<file path="src/rtl/trs_pkg.sv">
package trs_pkg;
    typedef enum logic [2:0] {
        REG_CTRL  = 3'd0,
        REG_LIMIT = 3'd1,
        REG_WPTR  = 3'd2,
        REG_RPTR  = 3'd3,
        REG_DATA  = 3'd4
    } trs_reg_e;

    localparam int CTRL_ACTIVE = 0;
    localparam int CTRL_ENABLE = 1;
    localparam int CTRL_STOP   = 2;
    localparam int CTRL_EMPTY  = 3;
    localparam int CTRL_HASRAM = 8;
endpackage

</file>
<file path="src/rtl/trs_stage.sv">
module trs_stage #(
    parameter int DW = 32
) (
    input  logic          clk,
    input  logic          rst_n,
    input  logic          clr,
    input  logic          load,
    input  logic [DW-1:0] load_data,
    input  logic          drain,
    output logic          valid,
    output logic [DW-1:0] data
);
    typedef struct packed {
        logic          valid;
        logic [DW-1:0] data;
    } stage_t;

    stage_t q, d;

    always_comb begin
        d = q;
        if (drain) d.valid = 1'b0;
        if (load) begin
            d.valid = 1'b1;
            d.data  = load_data;
        end
        if (clr) d.valid = 1'b0;
    end

    always_ff @(posedge clk or negedge rst_n) begin
        if (!rst_n) q <= '0;
        else        q <= d;
    end

    assign valid = q.valid;
    assign data  = q.data;
endmodule

</file>
<file path="src/rtl/trs_store.sv">
module trs_store #(
    parameter int DW    = 32,
    parameter int DEPTH = 64,
    localparam int AW   = $clog2(DEPTH)
) (
    input  logic          clk,
    input  logic          we,
    input  logic [AW-1:0] waddr,
    input  logic [DW-1:0] wdata,
    input  logic          re,
    input  logic [AW-1:0] raddr,
    output logic [DW-1:0] rdata
);
    logic [DW-1:0] mem [DEPTH];
    logic [DW-1:0] rdata_q;

    always_ff @(posedge clk) begin
        if (we) mem[waddr] <= wdata;
        if (re) rdata_q <= mem[raddr];
    end

    assign rdata = rdata_q;
endmodule

</file>
<file path="src/rtl/trace_ram_sink.sv">
module trace_ram_sink #(
    parameter int DEPTH = 64,
    localparam int DW   = 32,
    localparam int AW   = $clog2(DEPTH)
) (
    input  logic          clk,
    input  logic          rst_n,
    input  logic          in_valid,
    output logic          in_ready,
    input  logic [DW-1:0] in_data,
    input  logic          csr_wr,
    input  logic          csr_rd,
    input  logic [2:0]    csr_idx,
    input  logic [DW-1:0] csr_wdata,
    output logic          csr_rvalid,
    output logic [DW-1:0] csr_rdata
);
    import trs_pkg::*;

    localparam logic [AW-1:0] LAST      = AW'(DEPTH - 1);
    localparam logic [DW-1:0] LIMIT_VAL = DW'(DEPTH * 4 - 4);

    typedef struct packed {
        logic          active;
        logic          enable;
        logic          stop;
        logic          wrap;
        logic [AW-1:0] wp;
        logic [AW-1:0] rp;
        logic          rsp_valid;
        logic          rsp_mem;
        logic [DW-1:0] rsp_data;
    } state_t;

    state_t q, d;

    logic          stg_valid;
    logic [DW-1:0] stg_data;
    logic          accept;
    logic          commit;
    logic          mem_re;
    logic [DW-1:0] mem_rdata;
    logic [DW-1:0] ctrl_word;
    trs_reg_e      idx;

    assign idx      = trs_reg_e'(csr_idx);
    assign in_ready = q.active && q.enable && !(q.stop && stg_valid && q.wp == LAST);
    assign accept   = in_valid && in_ready;
    assign commit   = stg_valid && q.active;
    assign mem_re   = csr_rd && idx == REG_DATA;

    always_comb begin
        ctrl_word = '0;
        ctrl_word[CTRL_ACTIVE] = q.active;
        ctrl_word[CTRL_ENABLE] = q.enable;
        ctrl_word[CTRL_STOP]   = q.stop;
        ctrl_word[CTRL_EMPTY]  = !stg_valid;
        ctrl_word[CTRL_HASRAM] = 1'b1;
    end

    always_comb begin
        d = q;
        d.rsp_valid = 1'b0;
        d.rsp_mem   = 1'b0;

        if (commit) begin
            d.wp = q.wp + 1'b1;
            if (q.wp == LAST) begin
                d.wrap = 1'b1;
                if (q.stop) d.enable = 1'b0;
            end
        end

        if (csr_rd) begin
            d.rsp_valid = 1'b1;
            unique case (idx)
                REG_CTRL:  d.rsp_data = ctrl_word;
                REG_LIMIT: d.rsp_data = LIMIT_VAL;
                REG_WPTR:  d.rsp_data = DW'({q.wp, 1'b0, q.wrap});
                REG_RPTR:  d.rsp_data = DW'({q.rp, 2'b00});
                REG_DATA: begin
                    d.rsp_mem = 1'b1;
                    d.rp      = q.rp + 1'b1;
                end
                default:   d.rsp_data = '0;
            endcase
        end

        if (csr_wr) begin
            unique case (idx)
                REG_CTRL: begin
                    d.active = csr_wdata[CTRL_ACTIVE];
                    d.enable = q.active && csr_wdata[CTRL_ACTIVE] && csr_wdata[CTRL_ENABLE];
                    d.stop   = csr_wdata[CTRL_STOP];
                end
                REG_WPTR: begin
                    d.wp   = csr_wdata[AW+1:2];
                    d.wrap = csr_wdata[0];
                end
                REG_RPTR: d.rp = csr_wdata[AW+1:2];
                default: ;
            endcase
        end

        if (!q.active) begin
            d.enable = 1'b0;
            d.stop   = 1'b0;
            d.wrap   = 1'b0;
            d.wp     = '0;
            d.rp     = '0;
        end
    end

    always_ff @(posedge clk or negedge rst_n) begin
        if (!rst_n) q <= '0;
        else        q <= d;
    end

    trs_stage #(.DW(DW)) u_stage (
        .clk       (clk),
        .rst_n     (rst_n),
        .clr       (!q.active),
        .load      (accept),
        .load_data (in_data),
        .drain     (commit),
        .valid     (stg_valid),
        .data      (stg_data)
    );

    trs_store #(.DW(DW), .DEPTH(DEPTH)) u_store (
        .clk   (clk),
        .we    (commit),
        .waddr (q.wp),
        .wdata (stg_data),
        .re    (mem_re),
        .raddr (q.rp),
        .rdata (mem_rdata)
    );

    assign csr_rvalid = q.rsp_valid;
    assign csr_rdata  = q.rsp_mem ? mem_rdata : q.rsp_data;
endmodule

</file>
<file path="config.mk">
export PLATFORM = sky130hd
export DESIGN_NAME = trace_ram_sink
export DESIGN_NICKNAME = d
export VERILOG_FILES = /design/src/rtl/trs_pkg.sv /design/src/rtl/trs_stage.sv /design/src/rtl/trs_store.sv /design/src/rtl/trace_ram_sink.sv
export SDC_FILE = /design/constraint.sdc
export NUM_CORES = 2
export LEC_CHECK = 0
export CORE_MARGIN = 5
export CORE_UTILIZATION = 62
export DETAILED_ROUTE_END_ITERATION = 6
export PLACE_DENSITY = 0.79
export RECOVER_POWER = 100
export REMOVE_ABC_BUFFERS = 1
export SETUP_SLACK_MARGIN = 0.15
export SLEW_MARGIN = 20
export SYNTH_ARGS = -nofsm -noshare
export SYNTH_HDL_FRONTEND = slang
export SYNTH_HIERARCHICAL = 1
export SYNTH_SLANG_ARGS = --single-unit
export TNS_END_PERCENT = 20
</file>
<file path="constraint.sdc">
create_clock -name clk -period 4.6 [get_ports clk]
set_clock_uncertainty 0.05 [all_clocks]
set_input_delay 0.92 -clock clk [delete_from_list [all_inputs] [get_ports clk]]
set_output_delay 0.92 -clock clk [all_outputs]
set_load 0.1 [all_outputs]
</file>
After elaboration in Yosys (flattened, before gate mapping) --
Memory sizes are Yosys's and may differ from the RTL's. A register that Yosys moved wholly into a read port is not among the register bits. Cells that the tools add are included.
Word-level totals: bits in writable memories 2048, input port bits 72, word-level logic and storage cells 58, register bits after elaboration 83, memories kept 1
Operators by class: muxes and demuxes 20, bitwise gates (word level) 1, $add $sub $neg 2, equal/unequal tests 8, reductions and logical operators 15
Memory list:
- u_store.mem | depth 64, width 32, read ports 1, clocked after Yosys merged registers in 1, write ports 1, RTL line trs_store.sv:14 | logic [DW-1:0] mem [DEPTH];
Operators by type and width (number):
- $pmux W32 S5 | 1
- $mux W40 | 1
- $mux W33 | 1
- $mux W32 | 1
- $mux W15 | 2
- $mux W7 | 2
- $add A6 B1 Y6 const B | 2
- $mux W6 | 2
- $logic_and A1 B1 Y1 | 9
- $mux W1 | 9
- $eq A3 B2 Y1 const B | 2
- $eq A6 B6 Y1 const B | 1
- $reduce_and A2 Y1 | 3
- $eq A3 B1 Y1 const B | 1
- $eq A3 B3 Y1 const B | 1
- $logic_not A3 Y1 | 1
- $ne A3 B1 Y1 const B | 1
- $logic_not A1 Y1 | 2
- $mux W2 | 1
- $ne A2 B1 Y1 const B | 1
- $ne A2 B2 Y1 const B | 1
- $not A1 Y1 | 1

Depth between registers and ports, before layout --
depth in word-level cells 7, depth in mapped cells 10, gate-level depth less buffers 6

Cells and area by module --
Netlist, hierarchy kept.
By module, submodules not included:
- trs_store | times used 1, area each 78835.6 sq um, seq. area each 62459.9 sq um, cells each 3324
- trace_ram_sink | times used 1, area each 1701.6 sq um, seq. area each 675.6 sq um, cells each 187
- trs_stage | times used 1, area each 1381.3 sq um, seq. area each 825.8 sq um, cells each 72

Worst setup path before layout --
OpenSTA, ideal clock, no wires.
path kind register to output, start reg q[32] (netlist name), end out csr_rdata[1], cell stages (with the launch flop) 4, path slack 0.796 ns, buffers on the path 2, arrival 2.834 ns, data required time 3.630 ns, path through dfrtp_1 clkbuf_1 clkbuf_1 o21ai_0
On the way: longest elaborated chain between the ends 1
Ends and longest elaborated chain:
- from (decl) | RTL line trace_ram_sink.sv:35 | state_t q, d;
- from (signal assigned) | RTL line trace_ram_sink.sv:115 | if (!rst_n) q <= '0;
- from (signal assigned) | RTL line trace_ram_sink.sv:116 | else q <= d;
- $mux W32 | RTL line trace_ram_sink.sv:141 | assign csr_rdata = q.rsp_mem ? mem_rdata : q.rsp_data;
- to (decl) | RTL line trace_ram_sink.sv:16 | output logic [DW-1:0] csr_rdata
Every way passes these cells.

Final worst setup path --
start reg q, in the netlist ctrl_word[0], end mem u_store.mem[29][21], enable pin
On the way: longest elaborated chain between the ends 3
Ends and longest elaborated chain:
- $logic_and A1 B1 Y1 | RTL line trace_ram_sink.sv:49 | assign commit = stg_valid && q.active;
- via commit | RTL line trace_ram_sink.sv:40 | logic commit;
- $mux W1 | RTL line trs_store.sv:18 | if (we) mem[waddr] <= wdata;
- $mux W1 (not written as such) | RTL line trs_store.sv:18
- to (decl) | RTL line trs_store.sv:14
The timed path passes the listed nets, and every way through them passes these cells.

==> flow_summary.json <==
{
  "wl_per_cell_um": 38.0,
  "power_uw": 41700,
  "boundaryPins": 106,
  "seq_area_frac_synth": 0.781,
  "vias": 41800,
  "synth_edf_count": 2080,
  "die_h_um": 373,
  "fmax_ghz": 0.236,
  "end_kind": "flip-flop",
  "finalNetCount": 3927,
  "area_growth_pct": 12.1,
  "post-place-ws_ns": 0.838,
  "violations": "max-capacitance violations, max-slew violations",
  "antenna_found_initial": 8,
  "overflow": 0,
  "die_area_sq_um": 139000,
  "crit_family": "simple AND/OR/NAND/NOR gates",
  "grt_use_total": 0.318,
  "cts_buffers": 198,
  "grt_pass1_vias": 42700,
  "timing.final.ws_setup_ns": 0.359,
  "cts_sinks": 2140,
  "first_pass_iters": 7,
  "p_leak_uw": 0.0283,
  "crit_fanout": 20,
  "yosysTopAreaCell": "edfxtp_1",
  "critPathKind": "reg2reg",
  "synthArstFlopShare": 0.0280,
  "min-delay-path-class": "reg2reg",
  "nFillCells": 7319,
  "cp_cell_sequence": "nand2_1, inv_1, nand3_1, nor2_1, buf_12",
  "clk_latency_ns": 0.83,
  "placeableCoreArea_sq_um": 131000,
  "clk_transition_reported_paths_ns": 0.06,
  "drive_gt1_frac": 0.269,
  "cts_setup_buffers": 0,
  "reg2reg_from": "ctrl_word[0]",
  "yosys_warnings": 6,
  "crit_required_ns": 5.05,
  "min_from": "q[8]",
  "startpoint": "ctrl_word[0]",
  "synthFlopType": "edfxtp_1",
  "cts_tree": "built",
  "place_congestion": 0.869,
  "setup_viol": 0,
  "arrival_ns": 4.70,
  "synth_top_area_frac": 0.762,
  "slew_headroom": -1.43,
  "drt-initial-drc-count": 7479,
  "vias_per_cell": 7.24,
  "max_stage_delay_ns": 1.65,
  "drc": 0,
  "synthCells": 3583,
  "hpwl_um": 112000,
  "cts_root_buf": "clkbuf_16",
  "synth_area_sq_um": 81900,
  "finalWirelength_um": 220000,
  "grt_pass1_wl_um": 313000,
  "grt_setup_unrepaired": "false",
  "ys_top_cells_by_area": "edfxtp_1 (76%), mux4_2 (15%), dfrtp_1 (1.8%), mux2i_1 (1.2%), nor2_1 (0.66%)",
  "drv_slew": 2205,
  "drtAntennaViolNets": 0,
  "netlist_top_cells_count": "edfxtp_1 (2,080), mux4_2 (544), nor2_1 (144), mux2i_1 (96), o22ai_1 (85)",
  "rows": 133,
  "startpoint_type": "flip-flop",
  "powerDensity_nw_per_um2": 454,
  "fin_crit_ns": 4.24,
  "grt_max_degree": 77,
  "synth_seq_cells": 2140,
  "synthMostInstantiatedCell": "edfxtp_1",
  "cts_htree_levels": 4,
  "clk_path_buf_depth": 3,
  "period_share": 0.922,
  "vdd_drop_max_mv": 0.402,
  "initial_core_util": 0.623,
  "portBuffers": 81,
  "hold_viol_final": 0,
  "syn_avg_cell_area_sq_um": 22.9,
  "worst-path-buf-inv": 2,
  "hold_buffers": 0,
  "tightest_slew_ns": 3.64,
  "synth_cell_types": 60,
  "crit_slowest_cell": "nor2_1",
  "multi_input_area_sq_um": 17200,
  "regArea_sq_um": 64000,
  "ctsResizeCount": 0,
  "status": "finished with violations",
  "cap_viol_max_count": 45,
  "die_w_um": 373
}
[layout by cell type (no fill, tap or decap), drive strengths merged, types with 13 or more instances in the layout]
cell type / count
bufinv: 16
mux2: 41
nand2: 35
nor2b: 16
mux4: 544
a22oi: 13
o21ai: 19
and2: 26
a21oi: 67
clkdlybuf4s50: 44
inv: 14
edfxtp: 2080
o221ai: 27
buf: 103
o22ai: 85
mux2i: 96
dfrtp: 60
nor2: 144
clkinv: 92
clkbuf: 363
[registers in the layout, indices dropped and copies added (netlist names)]
register and flops:
u_store/rdata 32, csr_rvalid 1, q 23, u_stage/valid 1
u_stage/data 32, ctrl_word 3, u_store/mem 2048
[metrics by stage]
step | instances | hold slack (ns) | cell area, sq um | setup TNS (ns) | util
floorplan | 3383 | 0.396 | 80900 | -652.23 | -
global placement | 5407 | 0.411 | 86100 | 0 | 0.655
detailed placement | 5407 | 0.423 | 86100 | 0 | 0.655
CTS | 5771 | 0.187 | 92400 | 0 | 0.703
global route | 5772 | 0.471 | 91800 | 0 | 0.698
finish | 5780 | 0.441 | 91800 | 0 | 0.698
[path summary, 6_finish.rpt]
| path | cells past startpoint | slack (ns) | end |
|---|---|---|---|
| hold / removal | 1 | 0.44 | q[8] |
| min in group asynchronous | 1 | 0.71 | u_stage/data[22] |
| hold reg to reg | 1 | 0.44 | q[8] |
| max in group asynchronous | 2 | 1.33 | q[34] |
| setup / recovery | 5 | 0.36 | u_store/mem[29][21] |
| setup reg to reg | 5 | 0.36 | u_store/mem[29][21] |
[routing by layer]
| metal | global-route usage | up-vias | wire length (um) |
|---|---|---|---|
| met5 | 0 | - | 70 |
| met4 | 0.150 | 12 | 12900 |
| met1 | 0.423 | 21700 | 71900 |
| met2 | 0.492 | 3710 | 104000 |
| met3 | 0.0981 | 661 | 31000 |
| li1 | - | 15800 | - |
[report_power, final]
| group | internal (uW) | leakage, uW | switching [uW] | total [uW] |
|---|---|---|---|---|
| registers | 22300 | 0.0199 | 364 | 22700 |
| logic | 941 | 0.00528 | 1980 | 2920 |
| clock network | 9030 | 0.00310 | 7100 | 16100 |
[worst register-to-register path, cell delays in order (launching register included)]
cell,delay (ns)
dfrtp_1,0.62
nand2_1,0.26
inv_1,0.33
nand3_1,0.67
nor2_1,1.65
buf_12,0.33
[area by class of cell]
class / instances / share of cell area
Sequential cell: 2140 / 0.697
Multi-Input combinational cell: 1234 / 0.187
Clock buffer: 243 / 0.0574
Tap cell: 1755 / 0.0239
Timing Repair Buffer: 270 / 0.0226
Clock inverter: 121 / 0.0114
Inverter: 9 / 0.000368
Antenna cell: 8 / 0.000218
[kinds of logic (layout without fill, tap and decap cells)]
family | after synthesis | after routing | share of synthesized area
other | 0 | 8 | 0
XOR/XNOR | 3 | 3 | 0.000321
adder cells (fa/ha/maj) | 2 | 2 | 0.000305
multiplexers | 681 | 681 | 0.168
AO/OA/AOI/OAI | 259 | 259 | 0.0206
flip-flops | 2140 | 2140 | 0.781
AND/OR/NAND/NOR | 289 | 289 | 0.0168
buffers and inverters | 209 | 643 | 0.0129
No activity file was read; power rests on OpenSTA's default activity.
